`config.mk`:
```
export PLATFORM = sky130hd
export DESIGN_NAME = prescaled_capture_timer
export DESIGN_NICKNAME = d
export VERILOG_FILES = /design/src/rtl/tmr_pkg.sv /design/src/rtl/tmr_pin_edge.sv /design/src/rtl/tmr_control.sv /design/src/rtl/tmr_datapath.sv /design/src/rtl/prescaled_capture_timer.sv
export SDC_FILE = /design/constraint.sdc
export NUM_CORES = 1
export LEC_CHECK = 0
export ABC_AREA = 1
export BUFFER_PORTS_ARGS = -buffer_cell sky130_fd_sc_hd__buf_4
export CORE_UTILIZATION = 49
export CTS_BUF_LIST = sky130_fd_sc_hd__clkbuf_4
export DETAILED_ROUTE_END_ITERATION = 8
export HOLD_SLACK_MARGIN = 0.12
export PLACE_DENSITY = 0.69
export SLEW_MARGIN = 20
export SYNTH_ARGS = -nofsm -noshare
export SYNTH_HDL_FRONTEND = slang
export SYNTH_SLANG_ARGS = --single-unit
```
`constraint.sdc`:
```
create_clock -name clk -period 2.6 [get_ports clk]
set_clock_uncertainty 0.05 [all_clocks]
set_input_delay 0.52 -clock clk [delete_from_list [all_inputs] [get_ports clk]]
set_output_delay 0.52 -clock clk [all_outputs]
set_load 0.02 [all_outputs]
```
`src/rtl/tmr_pkg.sv`:
```
package tmr_pkg;
  localparam logic [2:0] ADR_CTRL = 3'd0;
  localparam logic [2:0] ADR_CMP  = 3'd1;
  localparam logic [2:0] ADR_CNT  = 3'd2;
  localparam logic [2:0] ADR_CAP  = 3'd3;
  localparam logic [2:0] ADR_FLAG = 3'd4;

  localparam int B_RUN    = 0;
  localparam int B_EXT    = 1;
  localparam int B_EXTRIS = 2;
  localparam int B_CAPEN  = 3;
  localparam int B_CAPCLR = 4;
  localparam int B_EDGE   = 5;
  localparam int B_TOIE   = 7;
  localparam int B_CAPIE  = 8;
  localparam int B_WKEN   = 9;
  localparam int B_RST    = 10;
  localparam int B_PRE    = 16;

  typedef struct packed {
    logic clearCount;
    logic captureClear;
    logic captureLoad;
    logic step;
  } tmrStrobe_t;
endpackage

```
`src/rtl/tmr_pin_edge.sv`:
```
module tmr_pin_edge #(
  parameter int STAGES = 2
) (
  input  logic clk,
  input  logic rstN,
  input  logic pin,
  output logic rise,
  output logic fall
);
  logic [STAGES:0] chain;

  always_ff @(posedge clk or negedge rstN) begin
    if (!rstN) chain <= '0;
    else       chain <= {chain[STAGES-1:0], pin};
  end

  assign rise = chain[STAGES-1] & ~chain[STAGES];
  assign fall = ~chain[STAGES-1] & chain[STAGES];
endmodule

```
`src/rtl/tmr_control.sv`:
```
module tmr_control
  import tmr_pkg::*;
#(
  parameter int CNT_W  = 24,
  parameter int PRE_W  = 8,
  parameter int DATA_W = 32
) (
  input  logic              clk,
  input  logic              rstN,
  input  logic              wrEn,
  input  logic [2:0]        wrAddr,
  input  logic [DATA_W-1:0] wrData,
  input  logic [2:0]        rdAddr,
  output logic [DATA_W-1:0] rdData,
  input  logic              evRise,
  input  logic              evFall,
  input  logic              capRise,
  input  logic              capFall,
  input  logic              hit,
  input  logic [CNT_W-1:0]  count,
  input  logic [CNT_W-1:0]  capVal,
  output logic [CNT_W-1:0]  cmpVal,
  output tmrStrobe_t        strobe,
  output logic              timeoutIrq,
  output logic              captureIrq,
  output logic              wakeFlag
);
  localparam logic [DATA_W-1:0] CTRL_MASK =
    DATA_W'((1 << B_RST) - 1) | (DATA_W'((1 << PRE_W) - 1) << B_PRE);
  localparam int PAD_W = DATA_W - CNT_W;

  logic [DATA_W-1:0] ctrlQ;
  logic [PRE_W-1:0]  presCnt;
  logic              toFlag, capFlag, wkFlag;
  logic              ctrlWr, flagWr, rstPulse, presTick, evEdge, capHit, capEvent;
  logic              runEn, extMode, capEn;
  logic [PRE_W-1:0]  preVal;

  assign runEn   = ctrlQ[B_RUN];
  assign extMode = ctrlQ[B_EXT];
  assign capEn   = ctrlQ[B_CAPEN];
  assign preVal  = ctrlQ[B_PRE +: PRE_W];

  assign ctrlWr   = wrEn && (wrAddr == ADR_CTRL);
  assign flagWr   = wrEn && (wrAddr == ADR_FLAG);
  assign rstPulse = ctrlWr && wrData[B_RST];
  assign presTick = runEn && !extMode && (presCnt >= preVal);
  assign evEdge   = ctrlQ[B_EXTRIS] ? evRise : evFall;

  always_comb begin
    case (ctrlQ[B_EDGE +: 2])
      2'b00:   capHit = capFall;
      2'b01:   capHit = capRise;
      2'b10:   capHit = capRise | capFall;
      default: capHit = 1'b0;
    endcase
  end
  assign capEvent = capEn && capHit;

  assign strobe.clearCount   = rstPulse;
  assign strobe.captureClear = capEvent && ctrlQ[B_CAPCLR];
  assign strobe.captureLoad  = capEvent && !ctrlQ[B_CAPCLR];
  assign strobe.step         = runEn && (extMode ? evEdge : presTick);

  always_ff @(posedge clk or negedge rstN) begin
    if (!rstN) begin
      ctrlQ   <= '0;
      cmpVal  <= '0;
      presCnt <= '0;
      toFlag  <= 1'b0;
      capFlag <= 1'b0;
      wkFlag  <= 1'b0;
    end else begin
      if (ctrlWr) ctrlQ <= wrData & CTRL_MASK;
      if (wrEn && (wrAddr == ADR_CMP)) cmpVal <= wrData[CNT_W-1:0];
      if (rstPulse)               presCnt <= '0;
      else if (runEn && !extMode) presCnt <= presTick ? '0 : presCnt + 1'b1;
      toFlag  <= (toFlag  & ~(flagWr & wrData[0])) | hit;
      capFlag <= (capFlag & ~(flagWr & wrData[1])) | capEvent;
      wkFlag  <= (wkFlag  & ~(flagWr & wrData[2])) | (hit & ctrlQ[B_WKEN]);
    end
  end

  always_comb begin
    case (rdAddr)
      ADR_CTRL: rdData = ctrlQ;
      ADR_CMP:  rdData = {{PAD_W{1'b0}}, cmpVal};
      ADR_CNT:  rdData = {{PAD_W{1'b0}}, count};
      ADR_CAP:  rdData = {{PAD_W{1'b0}}, capVal};
      ADR_FLAG: rdData = {{(DATA_W-3){1'b0}}, wkFlag, capFlag, toFlag};
      default:  rdData = '0;
    endcase
  end

  assign timeoutIrq = toFlag & ctrlQ[B_TOIE];
  assign captureIrq = capFlag & ctrlQ[B_CAPIE];
  assign wakeFlag   = wkFlag;


  set_wins_chk: assert property (@(posedge clk) disable iff (!rstN)
    hit |=> toFlag);

  wake_gate_chk: assert property (@(posedge clk) disable iff (!rstN)
    $rose(wkFlag) |-> ($past(ctrlQ[B_WKEN]) && toFlag));

  cap_flag_src_chk: assert property (@(posedge clk) disable iff (!rstN)
    $rose(capFlag) |-> $past(capEn));
endmodule

```
`src/rtl/tmr_datapath.sv`:
```
module tmr_datapath
  import tmr_pkg::*;
#(
  parameter int CNT_W = 24
) (
  input  logic             clk,
  input  logic             rstN,
  input  tmrStrobe_t       strobe,
  input  logic [CNT_W-1:0] cmpVal,
  output logic [CNT_W-1:0] count,
  output logic [CNT_W-1:0] capVal,
  output logic             hit
);
  logic [CNT_W-1:0] nextCount;
  logic             zeroReq;

  assign nextCount = count + 1'b1;
  assign zeroReq   = strobe.clearCount || strobe.captureClear;
  assign hit       = strobe.step && !zeroReq && (nextCount == cmpVal);

  always_ff @(posedge clk or negedge rstN) begin
    if (!rstN) begin
      count  <= '0;
      capVal <= '0;
    end else begin
      if (zeroReq)          count <= '0;
      else if (strobe.step) count <= hit ? '0 : nextCount;
      if (strobe.captureLoad) capVal <= count;
    end
  end


  clear_count_chk: assert property (@(posedge clk) disable iff (!rstN)
    strobe.clearCount |=> (count == '0));

  cap_load_chk: assert property (@(posedge clk) disable iff (!rstN)
    strobe.captureLoad |=> (capVal == $past(count)));

  hold_chk: assert property (@(posedge clk) disable iff (!rstN)
    !(strobe.step || zeroReq) |=> $stable(count));

  wrap_chk: assert property (@(posedge clk) disable iff (!rstN)
    hit |=> (count == '0));
endmodule

```
`src/rtl/prescaled_capture_timer.sv`:
```
module prescaled_capture_timer
  import tmr_pkg::*;
#(
  parameter int CNT_W   = 24,
  parameter int PRE_W   = 8,
  parameter int DATA_W  = 32,
  parameter int SYNC_ST = 2
) (
  input  logic              clk,
  input  logic              rstN,
  input  logic              wrEn,
  input  logic [2:0]        wrAddr,
  input  logic [DATA_W-1:0] wrData,
  input  logic [2:0]        rdAddr,
  output logic [DATA_W-1:0] rdData,
  input  logic              eventPin,
  input  logic              capturePin,
  output logic              timeoutIrq,
  output logic              captureIrq,
  output logic              wakeFlag
);
  logic             evRise, evFall, capRise, capFall, hit;
  logic [CNT_W-1:0] count, capVal, cmpVal;
  tmrStrobe_t       strobe;

  tmr_pin_edge #(.STAGES(SYNC_ST)) uEvEdge (
    .clk(clk), .rstN(rstN), .pin(eventPin), .rise(evRise), .fall(evFall));
  tmr_pin_edge #(.STAGES(SYNC_ST)) uCapEdge (
    .clk(clk), .rstN(rstN), .pin(capturePin), .rise(capRise), .fall(capFall));

  tmr_control #(.CNT_W(CNT_W), .PRE_W(PRE_W), .DATA_W(DATA_W)) uCtrl (
    .clk(clk), .rstN(rstN), .wrEn(wrEn), .wrAddr(wrAddr), .wrData(wrData),
    .rdAddr(rdAddr), .rdData(rdData), .evRise(evRise), .evFall(evFall),
    .capRise(capRise), .capFall(capFall), .hit(hit), .count(count),
    .capVal(capVal), .cmpVal(cmpVal), .strobe(strobe),
    .timeoutIrq(timeoutIrq), .captureIrq(captureIrq), .wakeFlag(wakeFlag));

  tmr_datapath #(.CNT_W(CNT_W)) uDp (
    .clk(clk), .rstN(rstN), .strobe(strobe), .cmpVal(cmpVal),
    .count(count), .capVal(capVal), .hit(hit));
endmodule

```
==> impl_metrics.env <==
export IMPL_status="complete, no violations"
export IMPL_min_period_over_period=0.933
export IMPL_final_setup_tns_ns=0
export IMPL_syn_area_per_cell_um2=7.43
export IMPL_synth_top_area_cell="dfrtp_1"
export IMPL_final_min_clock_period_ns=2.43
export IMPL_insertion_delay_ns=0.50
export IMPL_ys_ff_latch=107
export IMPL_initial_core_util=0.512
export IMPL_numCtsBuffers=9
export IMPL_drc=0
export IMPL_r2r_slack_ns=0.17
export IMPL_first_iter_violations=482
export IMPL_antenna_found_initial=0
export IMPL_port_buffers=61
export IMPL_slew_headroom=0.570
export IMPL_tightest_slew_ns=0.644
export IMPL_grt_remaining_overflow=0
export IMPL_area_growth_pct=15.1
export IMPL_synth_cells=883
export IMPL_antenna_cells=0
export IMPL_critPathKind="reg -> reg"
export IMPL_seq_power_share=0.490
export IMPL_met1_length_mm=7.72
export IMPL_leakagePower_nw=3.89
export IMPL_fp_dieW_um=118
export IMPL_cts_tree="done"
export IMPL_grt_total_usage=0.262
export IMPL_cts_root_buf="clkbuf_4"
export IMPL_p_int_w=0.00302
export IMPL_yosysWarnings=0
export IMPL_synth_top_area_share=0.408
export IMPL_wl_met3_um=926
export IMPL_ant_nets=0
export IMPL_synthTopCellsByArea="dfrtp_1, nand2_1, inv_1"
export IMPL_hold_class="in -> reg"
export IMPL_cts_sinks=107
export IMPL_ir_drop_mv=0.468
export IMPL_wirelength_mm=17.0
export IMPL_p_clk_frac=0.214
export IMPL_pin_count=78
export IMPL_grt_pass1_vias=5741
export IMPL_p_comb_frac=0.296
export IMPL_endpoint_kind="register"
export IMPL_hold_viol=0
export IMPL_critPathArrivalTime_ns=2.77
export IMPL_fmax_ghz=0.412
export IMPL_dp_hpwl_mm=12.6
export IMPL_final_area_um2=7550
export IMPL_core_region_area_um2=12800
export IMPL_maxCapViolCount=0
export IMPL_yosysSeqAreaShare=0.408
export IMPL_slew_viol_final=0
export IMPL_clk_pin_slew_worst_paths_ns=0.18
export IMPL_syn_area_um2=6560
export IMPL_critPathLaunchType="register"
export IMPL_dr_pass1_iters=5
export IMPL_dr_total_vias=6055
export IMPL_htree_levels=3
export IMPL_die_y_um=118
export IMPL_setup_violations=0
export IMPL_p_sw_frac=0.353
export IMPL_die_area_um2=13900
export IMPL_place_area_um2=7350
export IMPL_cts_setup_buffers=0
export IMPL_wire_per_inst_um=15.0
export IMPL_grt_max_degree=108
export IMPL_power_w=0.00466
export IMPL_cp_max_fo=7
export IMPL_clk_path_buf_depth=2
export IMPL_cp_required_ns=2.95
export IMPL_routed_via_density=5.34
export IMPL_core_rowCount=41
export IMPL_grt_setup_unrepaired="false"
export IMPL_synthDistinctLibCells=42
export IMPL_grt_first_pass_wirelength_mm=28.7
export IMPL_power_switching_w=0.00164
export IMPL_top_layer="met4"
export IMPL_nets=1011
export IMPL_power_density_nw_per_um2=617
export IMPL_dr_wl_met2_mm=8.06
export IMPL_drive_gt1_frac=0.166
export IMPL_gp_congestion=0.983
synthesized netlist by cell type, drive strengths merged:
| cell type | number |
|---|---|
| conb | 1 |
| clkbuf | 20 |
| o21a | 20 |
| dfrtp | 107 |
| o21ai | 53 |
| xor2 | 5 |
| a22oi | 7 |
| o2111ai | 2 |
| and3 | 1 |
| nand3 | 96 |
| buf | 12 |
| xnor2 | 3 |
| inv | 117 |
| nor4 | 1 |
| nand3b | 1 |
| o21bai | 1 |
| and2 | 3 |
| o221ai | 3 |
| a21oi | 30 |
| ha | 12 |
| clkinv | 1 |
| nor2 | 71 |
| nand4 | 6 |
| o211ai | 1 |
| nand2 | 276 |
| nor3 | 4 |
| a221oi | 2 |
| o22ai | 19 |
| mux2 | 3 |
| mux2i | 1 |
| a221o | 4 |
cell usage in the layout (no fill, tap or decap), types with 20 or more instances in the layout:
cell type  synthesis  layout
dfrtp_1          107     107
inv_1            110     110
buf_4              8      80
a21oi_1           30      29
nor2_1            60      58
nand3_1           74      73
o21a_1            20      20
nand3_2           22      23
o21ai_0           51      51
nand2_1          266     266
power groups by stage:
| stage | Combinational (W) | Sequential (W) | Clock (W) |
|---|---|---|---|
| after floorplan | 0.000939 | 0.00225 | 0 |
| after CTS | 0.00139 | 0.00228 | 0.00102 |
| after global placement | 0.00134 | 0.00230 | 0 |
| final | 0.00138 | 0.00228 | 0.000999 |
| after global routing | 0.00156 | 0.00233 | 0.00108 |
| after detailed placement | 0.00138 | 0.00231 | 0 |
per-stage QoR:
| step | hold slack [ns] | util | worst slack [ns] | cells |
|---|---|---|---|---|
| after floorplan | 0.174 | - | -0.0278 | 890 |
| after global routing | 0.148 | 0.589 | 0.00988 | 1133 |
| after detailed placement | 0.293 | 0.573 | 0.229 | 1114 |
| after CTS | 0.153 | 0.588 | 0.193 | 1133 |
| final | 0.172 | 0.589 | 0.173 | 1133 |
| after global placement | 0.284 | 0.573 | 0.233 | 1114 |
path summary, 6_finish.rpt:
kind / to / depth (start not counted) / start
setup / recovery: uDp.count[11] / 14 / uDp.count[7]
hold / removal: uCtrl.ctrlQ[0] / 3 / wrData[0]
setup reg to reg: uDp.count[11] / 14 / uDp.count[7]
hold reg to reg: uEvEdge.chain[1] / 0 / uEvEdge.chain[0]
max in group asynchronous: uDp.count[16] / 3 / rstN
min in group asynchronous: uEvEdge.chain[0] / 3 / rstN
registers in the layout, summed over array words and instances, names as in the netlist:
name and flops:
uCtrl.ctrlQ 18, uCtrl.presCnt 8, uCapEdge.chain 3, uCtrl.cmpVal 24, uEvEdge.chain 3, uCtrl.toFlag 1, uDp.count 24, uDp.capVal 24
uCtrl.wakeFlag 1, uCtrl.capFlag 1
logic make-up after synthesis:
kind of cell / Yosys count / share of synthesized area
other cells: 1 / 0.000572
fa+ha+maj: 12 / 0.0229
xor+xnor: 8 / 0.0107
flops: 107 / 0.408
compound gates: 142 / 0.131
mux: 4 / 0.00667
buf+inv: 150 / 0.0931
simple gates: 459 / 0.327
worst max-delay path, cell delays in order (launching register included):
cell and delay (ns):
dfrtp_1 0.51, nand2_1 0.15, nor2_1 0.26, nand2_1 0.17
nor2_1 0.17, nand3_1 0.12, nand3_1 0.10, nand2_1 0.05
nor2_1 0.13, nand2_1 0.11, nor2_2 0.16, nand2_4 0.07
buf_4 0.18, nand3_2 0.06, nand2_1 0.05
layout make-up:
cell class	instances	area [um2]
Fill cell	1213	5270
Timing Repair Buffer	87	711
Sequential cell	107	2680
Inverter	118	443
Multi-Input combinational cell	633	3340
Clock buffer	10	75.1
Tap cell	172	215
Clock inverter	6	87.6
routing by layer:
layer  up-vias  GRT usage
li1       2996          -
met2       185      0.423
met3        21     0.0504
met1      2853      0.359
met5         -          0
met4         0     0.0737
timing repair:
action                                  CTS  global route
hold endpoints to repair                109             0
gates resized for setup                   0             2
hold buffers                              3             0
endpoints found under the setup margin    0             4
(Power assumes the default switching activity.)
